File: src/rtl/crc_serial_pkg.sv
// Package: shared types for the serial CRC engine.
// Assumes: the generator choice is a single bit, 0 for the short divisor.
package crc_serial_pkg;

    typedef enum logic {
        GEN_SHORT = 1'b0,
        GEN_LONG  = 1'b1
    } gen_sel_e;

    // Larger of two widths, used to size the shared register.
    function automatic int width_max(input int a, input int b);
        return (a > b) ? a : b;
    endfunction

endpackage

File: src/rtl/crc_gen_select.sv
// Module: latches the generator choice at packet start and presents the
// matching feedback taps, active-width mask and MSB one-hot.
// Assumes: SHORT_W and LONG_W do not exceed REG_W; taps exclude the x^n term.
module crc_gen_select
    import crc_serial_pkg::*;
#(
    parameter int               REG_W      = 16,
    parameter int               SHORT_W    = 5,
    parameter int               LONG_W     = 16,
    parameter logic [REG_W-1:0] SHORT_TAPS = 16'h0005,
    parameter logic [REG_W-1:0] LONG_TAPS  = 16'h8005
) (
    input  logic             clk,
    input  logic             rst_n,
    input  logic             start_i,
    input  gen_sel_e         sel_i,
    output gen_sel_e         sel_o,
    output logic [REG_W-1:0] taps_o,
    output logic [REG_W-1:0] mask_o,
    output logic [REG_W-1:0] top_o
);

    gen_sel_e         sel_q;
    logic [REG_W-1:0] short_mask, long_mask, short_top, long_top;

    // Build per-bit width masks and MSB markers for both divisors.
    for (genvar i = 0; i < REG_W; i++) begin : g_bit
        assign short_mask[i] = (i < SHORT_W);
        assign long_mask[i]  = (i < LONG_W);
        assign short_top[i]  = (i == SHORT_W - 1);
        assign long_top[i]   = (i == LONG_W - 1);
    end

    // Capture the divisor choice only when a packet opens.
    always_ff @(posedge clk) begin
        if (!rst_n)       sel_q <= GEN_SHORT;
        else if (start_i) sel_q <= sel_i;
    end

    // Present the shape of the latched divisor.
    always_comb begin
        if (sel_q == GEN_LONG) begin
            taps_o = LONG_TAPS;
            mask_o = long_mask;
            top_o  = long_top;
        end else begin
            taps_o = SHORT_TAPS;
            mask_o = short_mask;
            top_o  = short_top;
        end
    end

    assign sel_o = sel_q;


    sel_hold_chk: assert property (@(posedge clk) disable iff (!rst_n)
        !start_i |=> $stable(sel_q));

endmodule

File: src/rtl/crc_shift_reg.sv
// Module: the division register. It clears on start, takes one message bit
// per step with feedback at the divisor taps, or shifts out toward the MSB
// with zero fill when draining.
// Assumes: mask_i, top_i and taps_i describe one consistent divisor.
module crc_shift_reg #(
    parameter int REG_W = 16
) (
    input  logic             clk,
    input  logic             rst_n,
    input  logic             clear_i,
    input  logic             step_i,
    input  logic             drain_i,
    input  logic             bit_i,
    input  logic [REG_W-1:0] taps_i,
    input  logic [REG_W-1:0] mask_i,
    input  logic [REG_W-1:0] top_i,
    output logic [REG_W-1:0] crc_o,
    output logic             msb_o
);

    logic [REG_W-1:0] crc_q, crc_d, shifted;
    logic             feedback;

    assign msb_o    = |(crc_q & top_i);
    assign shifted  = (crc_q << 1) & mask_i;
    assign feedback = msb_o ^ bit_i;

    // Next register value for a single step, either divide or drain.
    always_comb begin
        if (drain_i)       crc_d = shifted;
        else if (feedback) crc_d = shifted ^ (taps_i & mask_i);
        else               crc_d = shifted;
    end

    // Register update: clear has priority, steps advance, idle holds.
    always_ff @(posedge clk) begin
        if (!rst_n || clear_i) crc_q <= '0;
        else if (step_i)       crc_q <= crc_d;
    end

    assign crc_o = crc_q;


    clear_chk: assert property (@(posedge clk) disable iff (!rst_n)
        clear_i |=> (crc_q == '0));


    hold_chk: assert property (@(posedge clk) disable iff (!rst_n)
        (!clear_i && !step_i) |=> $stable(crc_q));

endmodule

File: src/rtl/crc_emit.sv
// Module: registers the serial remainder output, one bit per drain step.
// Assumes: fire_i is already qualified by valid, drain and no start.
module crc_emit (
    input  logic clk,
    input  logic rst_n,
    input  logic fire_i,
    input  logic msb_i,
    output logic rem_bit_o,
    output logic rem_vld_o
);

    // Launch the current MSB with its valid flag, zero when idle.
    always_ff @(posedge clk) begin
        if (!rst_n) begin
            rem_bit_o <= 1'b0;
            rem_vld_o <= 1'b0;
        end else begin
            rem_bit_o <= fire_i & msb_i;
            rem_vld_o <= fire_i;
        end
    end


    emit_vld_chk: assert property (@(posedge clk) disable iff (!rst_n)
        fire_i |=> rem_vld_o);


    emit_quiet_chk: assert property (@(posedge clk) disable iff (!rst_n)
        !fire_i |=> (!rem_vld_o && !rem_bit_o));

endmodule

File: src/rtl/crc_serial_engine.sv
// Module: top of the bit-serial CRC generator/checker with two fixed divisors.
// Assumes: the message arrives MSB first; the register is preset to zero.
module crc_serial_engine
    import crc_serial_pkg::*;
#(
    parameter int          SHORT_W    = 5,
    parameter int          LONG_W     = 16,
    parameter logic [31:0] SHORT_POLY = 32'h0000_0005,
    parameter logic [31:0] LONG_POLY  = 32'h0000_8005
) (
    input  logic clk,
    input  logic rst_n,
    input  logic start_i,
    input  logic poly_sel_i,
    input  logic bit_vld_i,
    input  logic bit_i,
    input  logic drain_i,
    output logic rem_bit_o,
    output logic rem_vld_o,
    output logic zero_o
);

    localparam int REG_W = width_max(SHORT_W, LONG_W);

    gen_sel_e         sel;
    logic [REG_W-1:0] taps, mask, top, crc;
    logic             msb, step, fire;

    assign step = bit_vld_i & ~start_i;
    assign fire = step & drain_i;

    crc_gen_select #(
        .REG_W      (REG_W),
        .SHORT_W    (SHORT_W),
        .LONG_W     (LONG_W),
        .SHORT_TAPS (SHORT_POLY[REG_W-1:0]),
        .LONG_TAPS  (LONG_POLY[REG_W-1:0])
    ) i_sel (
        .clk     (clk),
        .rst_n   (rst_n),
        .start_i (start_i),
        .sel_i   (gen_sel_e'(poly_sel_i)),
        .sel_o   (sel),
        .taps_o  (taps),
        .mask_o  (mask),
        .top_o   (top)
    );

    crc_shift_reg #(.REG_W(REG_W)) i_reg (
        .clk     (clk),
        .rst_n   (rst_n),
        .clear_i (start_i),
        .step_i  (step),
        .drain_i (drain_i),
        .bit_i   (bit_i),
        .taps_i  (taps),
        .mask_i  (mask),
        .top_i   (top),
        .crc_o   (crc),
        .msb_o   (msb)
    );

    crc_emit i_emit (
        .clk       (clk),
        .rst_n     (rst_n),
        .fire_i    (fire),
        .msb_i     (msb),
        .rem_bit_o (rem_bit_o),
        .rem_vld_o (rem_vld_o)
    );

    assign zero_o = (crc == '0);


    short_upper_chk: assert property (@(posedge clk) disable iff (!rst_n)
        (sel == GEN_SHORT) |-> (crc[REG_W-1:SHORT_W] == '0));


    reset_state_chk: assert property (@(posedge clk)
        !rst_n |=> (zero_o && !rem_vld_o));

endmodule

File: config.mk
export PLATFORM = sky130hd
export DESIGN_NAME = crc_serial_engine
export DESIGN_NICKNAME = d
export VERILOG_FILES = /design/src/rtl/crc_serial_pkg.sv /design/src/rtl/crc_gen_select.sv /design/src/rtl/crc_shift_reg.sv /design/src/rtl/crc_emit.sv /design/src/rtl/crc_serial_engine.sv
export SDC_FILE = /design/constraint.sdc
export NUM_CORES = 1
export LEC_CHECK = 0
export BUFFER_PORTS_ARGS = -buffer_cell sky130_fd_sc_hd__buf_4
export CORE_MARGIN = 2
export CORE_UTILIZATION = 45
export DETAILED_ROUTE_END_ITERATION = 6
export PLACE_DENSITY = 0.59
export SLEW_MARGIN = 20
export SYNTH_ARGS = -nofsm -noshare
export SYNTH_HDL_FRONTEND = slang
export SYNTH_HIERARCHICAL = 1
export SYNTH_SLANG_ARGS = --single-unit
export TNS_END_PERCENT = 20
File: constraint.sdc
create_clock -name clk -period 2.85 [get_ports clk]
set_input_delay 0.285 -clock clk [delete_from_list [all_inputs] [get_ports clk]]
set_output_delay 0.285 -clock clk [all_outputs]
set_load 0.02 [all_outputs]
==> flow_summary.yaml, run 1 <==
run_status:
  outcome: "finished, final reports clean"
floorplanning:
  rows: 22
  die_w_um: 66.2
  ios: 10
  core_area_um2: 3690
  dieArea_um2: 4380
  fp.dieH_um: 66.2
  start_util: 0.472
power:
  leakagePower_nw: 0.716
  p_seq_frac: 0.505
  power_frac_comb: 0.126
  p_int_mw: 0.392
  clockPowerShare: 0.370
  swShare: 0.266
  power.switching_mw: 0.142
  p_per_area_nw_per_um2: 318
  vdd_drop_max_uv: 132
  fin_total_pwr_mw: 0.534
route:
  drt-vias-per-instance: 5.40
  wire_per_inst_um: 14.0
  firstDrtPassIters: 4
  ant_nets: 0
  drc_errors: 0
  drt_iter0_drc: 46
  routed-via-count: 1286
  routed_wl_um: 3330
clock_tree:
  cts-hold-fix-buffers: 0
  cts_setup_buffers: 0
  cts_sinks: 19
  cts_tree: "yes"
  clock_path_buffers: 2
  path_clk_slew_ns: 0.08
  worst_skew_pair.late_latency_ns: 0.26
  cts_root_buf: "clkbuf_8"
  h-tree-depth: 1
  post_cts_resized: 0
  cts_buffers: 3
logic_synthesis:
  yosysTopAreaCellShare: 0.219
  ys.warnings.count: 6
  synthDistinctLibCells: 27
  syn_area_per_cell_um2: 8.93
  syn_area_um2: 1740
  synth_largest_area_cell: "dfxtp_1"
  ys_seq_area_frac: 0.219
  syn_inst: 195
  ys_top_cells_by_area: "dfxtp_1 22%, buf_4 20%, nand4b_1 15%"
  yosys_register_bits: 19
worst_hold_path:
  min_path_cells: 2
  min_path_type: "in -> reg"
  min-delay-start: "rst_n"
  min_to: "i_emit/rem_vld_o"
timing:
  finalHoldViolations: 0
  rsz0062_at_grt: "no"
  slew_violations: 0
  finClkSkew_ns: 0.00252
  period_share: 0.758
  setup_tns_ns: 0
  setup_viol: 0
  fin_crit_ns: 2.16
  fmax_mhz: 463
final_layout:
  areaGrowthSynthToFinish_pct: -3.67
  n_antenna_cell: 0
  drive_above_1_share: 0.216
  final_net_count: 198
  fin_cells: 238
placement:
  gp_congestion: 0.706
  dp_hpwl_um: 2280
  io_buffers: 9
  placedCellCount: 234
critical_path:
  worstSetupPathType: "reg -> reg"
  critPathLaunchType: "register"
  cp.required_ns: 3.05
  rr_worst_depth: 7
  reg2reg_from: "i_sel/sel_o"
  r2r_slack_ns: 0.69
  endpoint_kind: "register"
  worstPathArrival_ns: 2.36
  critical_path_peak_fanout: 18
  r2r-end: "i_reg/crc_o[10]"
job:
  maxCapViolCount: 0
grt:
  grt_usage: 0.171
  antenna_found_initial: 0
  grt_pass1_wl_um: 5750
  grt_overflow: 0
  grt_max_degree: 47
  grt_pass1_vias: 1191
## metrics by stage
step | util | setup WS (ns) | hold WS (ns) | area, um2
finish | 0.455 | 0.690 | 0.257 | 1680
global placement | 0.442 | 0.782 | 0.473 | 1630
global route | 0.455 | 0.544 | 0.270 | 1680
CTS | 0.455 | 0.687 | 0.254 | 1680
detailed placement | 0.442 | 0.697 | 0.485 | 1630
floorplan | - | 0.793 | 0.412 | 1860
## layer usage
layer / GRT usage / wire (um)
met1: 0.224 / 1560
met2: 0.281 / 1630
met3: 0.0324 / 109
met4: 0.0536 / 31
met5: 0 / 0
## cells in the mapped netlist
library cell / count
nor4_1: 4
mux2i_1: 1
buf_8: 1
clkbuf_1: 4
and4_4: 1
mux2_4: 10
nor2b_1: 3
buf_2: 1
nor2_1: 1
nand4_1: 1
nand4b_1: 30
and3_1: 1
inv_1: 2
mux2_1: 6
buf_4: 47
dfxtp_1: 19
and4_1: 1
and2_1: 2
buf_1: 1
and3b_1: 1
nand3_1: 21
nand2_1: 17
conb_1: 2
a22o_1: 4
nor3b_1: 1
a221oi_2: 4
nand3_2: 9
## cell usage in the layout, fill, tap and decap left out, types with 2 or more instances in the layout
cell      instances
nand3_1          21
mux2_4           10
a221oi_2          4
nor4_1            4
inv_1             2
mux2_1            6
clkbuf_8          3
a22o_1            4
conb_1           34
nand3_2           9
buf_4            13
dfxtp_1          19
nand4b_1         30
and2_1            2
nand2_1          17
nor2b_1           3
## power by group through the flow
stage / Sequential (mW) / Clock [mW] / Combinational, mW
floorplan: 0.277 / 0 / 0.0913
global placement: 0.275 / 0 / 0.0631
detailed placement: 0.276 / 0 / 0.0646
CTS: 0.269 / 0.205 / 0.0647
global route: 0.270 / 0.220 / 0.0745
finish: 0.269 / 0.197 / 0.0670
## critical path, cell delays in order, from the launching register on
cell and delay (ns):
dfxtp_1 0.40, buf_4 0.24, inv_1 0.08, a221oi_2 0.26, and4_4 0.25, mux2_4 0.42
mux2_1 0.36, nand3_1 0.08
## cell families (layout without fill, tap and decap cells)
| kind of cell | after synthesis | after routing | share of synthesized area |
|---|---|---|---|
| AOI/OAI and AO/OA | 8 | 8 | 0.0546 |
| buffers and inverters | 56 | 19 | 0.229 |
| DFF | 19 | 19 | 0.219 |
| muxes | 17 | 17 | 0.131 |
| other | 2 | 34 | 0.00432 |
| and+or+nand+nor | 93 | 93 | 0.362 |
## final cells by class
| type | count | area (um2) |
|---|---|---|
| inverter | 2 | 7.51 |
| tap | 48 | 60.1 |
| multi-input combinational | 152 | 1090 |
| clock buffer | 4 | 45.0 |
| fill | 374 | 2010 |
| timing repair buffer | 13 | 97.6 |
| sequential | 19 | 380 |
## worst max-delay path by stage
stage | depth (start not counted) | end | start | slack [ns]
detailed placement | 7 | i_reg/crc_o[10] | i_sel/sel_o | 0.70
global route | 7 | i_reg/crc_o[7] | i_sel/sel_o | 0.54
floorplan | 8 | i_reg/crc_o[12] | i_sel/sel_o | 0.79
finish | 7 | i_reg/crc_o[10] | i_sel/sel_o | 0.69
global placement | 7 | i_reg/crc_o[8] | i_sel/sel_o | 0.78
CTS | 7 | i_reg/crc_o[10] | i_sel/sel_o | 0.69
## state kept, by name, indices dropped and copies added (netlist names)
name,cells
i_sel/sel_o,1
i_emit/rem_bit_o,1
i_reg/crc_o,16
i_emit/rem_vld_o,1
Note: power is estimated with default switching activity, not from simulation.
==> inputs of run 2 (changes only) <==
==> constraint.sdc (replaced) <==
create_clock -name clk -period 2 [get_ports clk]
set_input_delay 0.2 -clock clk [delete_from_list [all_inputs] [get_ports clk]]
set_output_delay 0.2 -clock clk [all_outputs]
set_load 0.02 [all_outputs]
==> flow_summary.yaml, run 2 (synthesized netlist as in run 1, its figures left out) <==
grt:
  grt_max_degree: 47
  grt_overflow: 0
  grt_pass1_vias: 1181
  grt_usage: 0.159
  antenna_found_initial: 0
  grt_pass1_wl_um: 5390
final_layout:
  fillCellCount: 375
  final_common_cell: "conb_1"
  n_antenna_cell: 0
  drive_above_1_share: 0.225
  areaGrowthSynthToFinish_pct: -2.44
  final_cell_mix: "34 x conb_1, 30 x nand4b_1, 21 x nand3_1, 18 x dfxtp_1, 17 x nand2_1"
  multi_input_area_um2: 1090
  largest_register_ffs: 16
  final_net_count: 199
  regArea_um2: 382
critical_path:
  endpoint_kind: "register"
  setup.worst_path.start: "i_sel/sel_o"
  worstPathArrival_ns: 2.08
  critical_path_peak_fanout: 16
  cp.required_ns: 2.20
  critPathLaunchType: "register"
  reg2reg_from: "i_sel/sel_o"
  worstSetupPathType: "reg -> reg"
clock_tree:
  cts_sinks: 19
  path_clk_slew_ns: 0.08
  clock_path_buffers: 2
  cts_setup_buffers: 0
  cts-hold-fix-buffers: 0
  cts_root_buf: "clkbuf_8"
  post_cts_resized: 0
  cts_tree: "yes"
  cts_buffers: 3
  worst_skew_pair.late_latency_ns: 0.26
  h-tree-depth: 1
timing:
  setup_slack_ns: 0.124
  slew_violations: 0
  period_share: 0.938
  finClkSkew_ns: 0.00654
  rsz0062_at_grt: "no"
  whs_ns: 0.172
  setup_viol: 0
  finalHoldViolations: 0
  setup_tns_ns: 0
  fmax_mhz: 533
  fin_crit_ns: 1.88
placement:
  dp_slack_ns: 0.139
  dp_hpwl_um: 2200
  gp_congestion: 0.757
  io_buffers: 9
floorplanning:
  dieArea_um2: 4380
  die_w_um: 66.2
  fp.dieH_um: 66.2
  ios: 10
  core_area_um2: 3690
  rows: 22
  start_util: 0.472
power:
  vdd_drop_max_uv: 438
  leakagePower_nw: 0.725
  fin_total_pwr_mw: 0.760
  p_per_area_nw_per_um2: 447
route:
  drc_errors: 0
  firstDrtPassIters: 4
  drt_iter0_drc: 73
  routed_wl_um: 3120
  wire_per_inst_um: 13.1
  ant_nets: 0
  drt-vias-per-instance: 5.14
  routed-via-count: 1228
job:
  maxCapViolCount: 0
worst_hold_path:
  min-delay-start: "rst_n"
  min_path_type: "in -> reg"
run_status:
  outcome: "finished, final reports clean"
-- run 2: cell count changes in the layout (fill, tap and decap cells not counted), sizes merged --
cell | before | now
buf | 13 | 14
-- run 2: final timing paths --
kind | endpoint | slack [ns] | cells past startpoint
min reg2reg | i_reg/crc_o[15] | 0.48 | 2
min | i_emit/rem_vld_o | 0.17 | 2
max reg2reg | i_reg/crc_o[9] | 0.12 | 6
max | i_reg/crc_o[9] | 0.12 | 6
-- run 2: metrics by stage --
step / std cells / area (um2) / utilization
2_1_floorplan: 227 / 1860 / -
6_report: 239 / 1700 / 0.460
3_3_place_gp: 235 / 1650 / 0.448
5_1_grt: 239 / 1700 / 0.460
3_5_place_dp: 235 / 1650 / 0.448
4_1_cts: 239 / 1700 / 0.460
-- run 2: power by group --
group | leakage [nW] | switching (mW) | internal [mW]
registers | 0.154 | 0.00293 | 0.381
logic | 0.549 | 0.0594 | 0.0369
clock network | 0.0228 | 0.137 | 0.142
total | 0.725 | 0.200 | 0.560
-- run 2: layer usage --
layer	GRT usage	vias to the layer above	routed length, um
met5	0	-	0
li1	-	636	-
met4	0.0357	0	18
met1	0.188	583	1450
met2	0.284	7	1580
met3	0.0409	2	70
-- run 2: layout make-up --
type                       count  share of cell area
sequential                    19               0.225
tap                           48              0.0354
clock buffer                   4              0.0265
multi-input combinational    152               0.640
timing repair buffer          14              0.0693
inverter                       2             0.00442
-- run 2: worst max-delay path, cell delays in order (launching register included) --
cell      delay, ns
dfxtp_2        0.34
a22o_1         0.18
a221oi_2       0.17
and4_4         0.26
mux2_4         0.43
mux2_1         0.34
nand3_1        0.08
==> inputs of run 3 (changes only) <==
--- a/config.mk
+++ b/config.mk
@@ -7,9 +7,10 @@
 export LEC_CHECK = 0
 export BUFFER_PORTS_ARGS = -buffer_cell sky130_fd_sc_hd__buf_4
 export CORE_MARGIN = 2
-export CORE_UTILIZATION = 45
+export CORE_UTILIZATION = 55
+export CTS_CLUSTER_DIAMETER = 30
 export DETAILED_ROUTE_END_ITERATION = 6
-export PLACE_DENSITY = 0.59
+export PLACE_DENSITY = 0.7
 export SLEW_MARGIN = 20
 export SYNTH_ARGS = -nofsm -noshare
 export SYNTH_HDL_FRONTEND = slang
==> constraint.sdc (replaced) <==
create_clock -name clk -period 1.9 [get_ports clk]
set_input_delay 0.19 -clock clk [delete_from_list [all_inputs] [get_ports clk]]
set_output_delay 0.19 -clock clk [all_outputs]
set_load 0.02 [all_outputs]
==> flow_summary.yaml, run 3 (synthesized netlist as in run 1, its figures left out) <==
run_status:
  outcome: "finished, final reports clean"
grt:
  grt_pass1_wl_um: 5220
  grt_max_degree: 36
  antenna_found_initial: 0
  grt_usage: 0.193
  grt_pass1_vias: 1129
  grt_overflow: 0
power:
  power.switching_mw: 0.204
  power_frac_comb: 0.147
  clockPowerShare: 0.298
  p_int_mw: 0.522
  vdd_drop_max_uv: 412
  swShare: 0.281
  p_seq_frac: 0.556
  fin_total_pwr_mw: 0.726
  p_per_area_nw_per_um2: 419
  leakagePower_nw: 0.803
critical_path:
  path_delay_family: "multiplexers"
  critical-path-max-stage-delay_ns: 0.40
  worst_path_most_repeated_cell: "mux2_4"
  endpoint_kind: "register"
  critPathLaunchType: "register"
  worstSetupPathType: "reg -> reg"
  setup.worst_path.start: "i_reg/crc_o[15]"
  reg2reg_from: "i_reg/crc_o[15]"
  cp.required_ns: 2.16
  crit_buf_inv: 0
  crit_chain: "a22o_1 > a221oi_2 > and4_4 > mux2_4 > mux2_4 > nand3_2"
  critical_path_peak_fanout: 8
  worstPathArrival_ns: 2.11
  cp_slowest_cell: "mux2_4"
timing:
  fmax_mhz: 541
  finalHoldViolations: 0
  setup_slack_ns: 0.0509
  fin_crit_ns: 1.85
  period_share: 0.973
  finClkSkew_ns: 0.00377
  setup_viol: 0
  slew_violations: 0
route:
  routed-via-count: 1293
  routed_wl_um: 3540
  ant_nets: 0
  drt-vias-per-instance: 5.48
  firstDrtPassIters: 4
  wire_per_inst_um: 15.0
  drt_iter0_drc: 78
  drc_errors: 0
worst_hold_path:
  min-delay-start: "rst_n"
  min_path_type: "in -> reg"
final_layout:
  final_cell_mix: "34 x conb_1, 30 x nand4b_1, 17 x mux2_4, 17 x dfxtp_1, 17 x nand2_1"
  n_antenna_cell: 0
  regArea_um2: 385
  fin_cells: 236
  multi_input_area_um2: 1150
  final_common_cell: "conb_1"
  largest_register_ffs: 16
  areaGrowthSynthToFinish_pct: -0.431
  final_net_count: 200
  drive_above_1_share: 0.297
  fillCellCount: 283
floorplanning:
  start_util: 0.575
  ios: 10
  rows: 20
  dieArea_um2: 3630
  fp.dieH_um: 60.3
  die_w_um: 60.3
  core_area_um2: 3030
placement:
  placedCellCount: 231
  dp_slack_ns: 0.0176
  io_buffers: 9
  dp_hpwl_um: 2330
  gp_congestion: 0.741
clock_tree:
  clock_path_buffers: 2
  h-tree-depth: 1
  cts_sinks: 19
  path_clk_slew_ns: 0.12
  cts_setup_buffers: 0
  cts_buffers: 3
  cts_tree: "yes"
  worst_skew_pair.late_latency_ns: 0.30
  cts-hold-fix-buffers: 0
  post_cts_resized: 0
  cts_root_buf: "clkbuf_4"
job:
  maxCapViolCount: 0
run 3: cell types whose count changed in the layout (fill, tap and decap cells not counted), sizes merged:
cell,previous run,this run
mux2,16,17
run 3: layout make-up:
| class | count | area share |
|---|---|---|
| clock buffer | 4 | 0.0152 |
| multi-input combinational | 153 | 0.666 |
| timing repair buffer | 14 | 0.0607 |
| sequential | 19 | 0.222 |
| inverter | 2 | 0.00433 |
| tap | 44 | 0.0318 |
run 3: path summary, 6_finish.rpt:
kind	endpoint	slack (ns)	cells after the start
max	i_reg/crc_o[8]	0.05	6
min	i_emit/rem_vld_o	0.12	2
min reg2reg	i_reg/crc_o[15]	0.50	2
max reg2reg	i_reg/crc_o[8]	0.05	6
run 3: power by group through the flow:
stage               sequential (mW)  combinational, mW  clock, mW
finish                        0.403              0.106      0.216
floorplan                     0.415              0.138          0
CTS                           0.403             0.0947      0.223
global route                  0.404              0.116      0.245
detailed placement            0.413             0.0945          0
global placement              0.412             0.0921          0
run 3: stage by stage:
step           hold slack, ns  utilization  cell area, um2  TNS [ns]
2_1_floorplan           0.317            -            1870    -0.601
3_3_place_gp            0.428        0.541            1640         0
3_5_place_dp            0.437        0.541            1640         0
4_1_cts                 0.119        0.550            1660         0
5_1_grt                 0.115        0.572            1730   -0.0117
6_report                0.121        0.572            1730         0
run 3: layer usage:
metal,global-route usage,vias up,share of wire
li1,-,640,-
met1,0.237,634,0.43
met2,0.337,19,0.54
met3,0.0519,0,0.026
met4,0.0381,0,0
met5,0,-,0
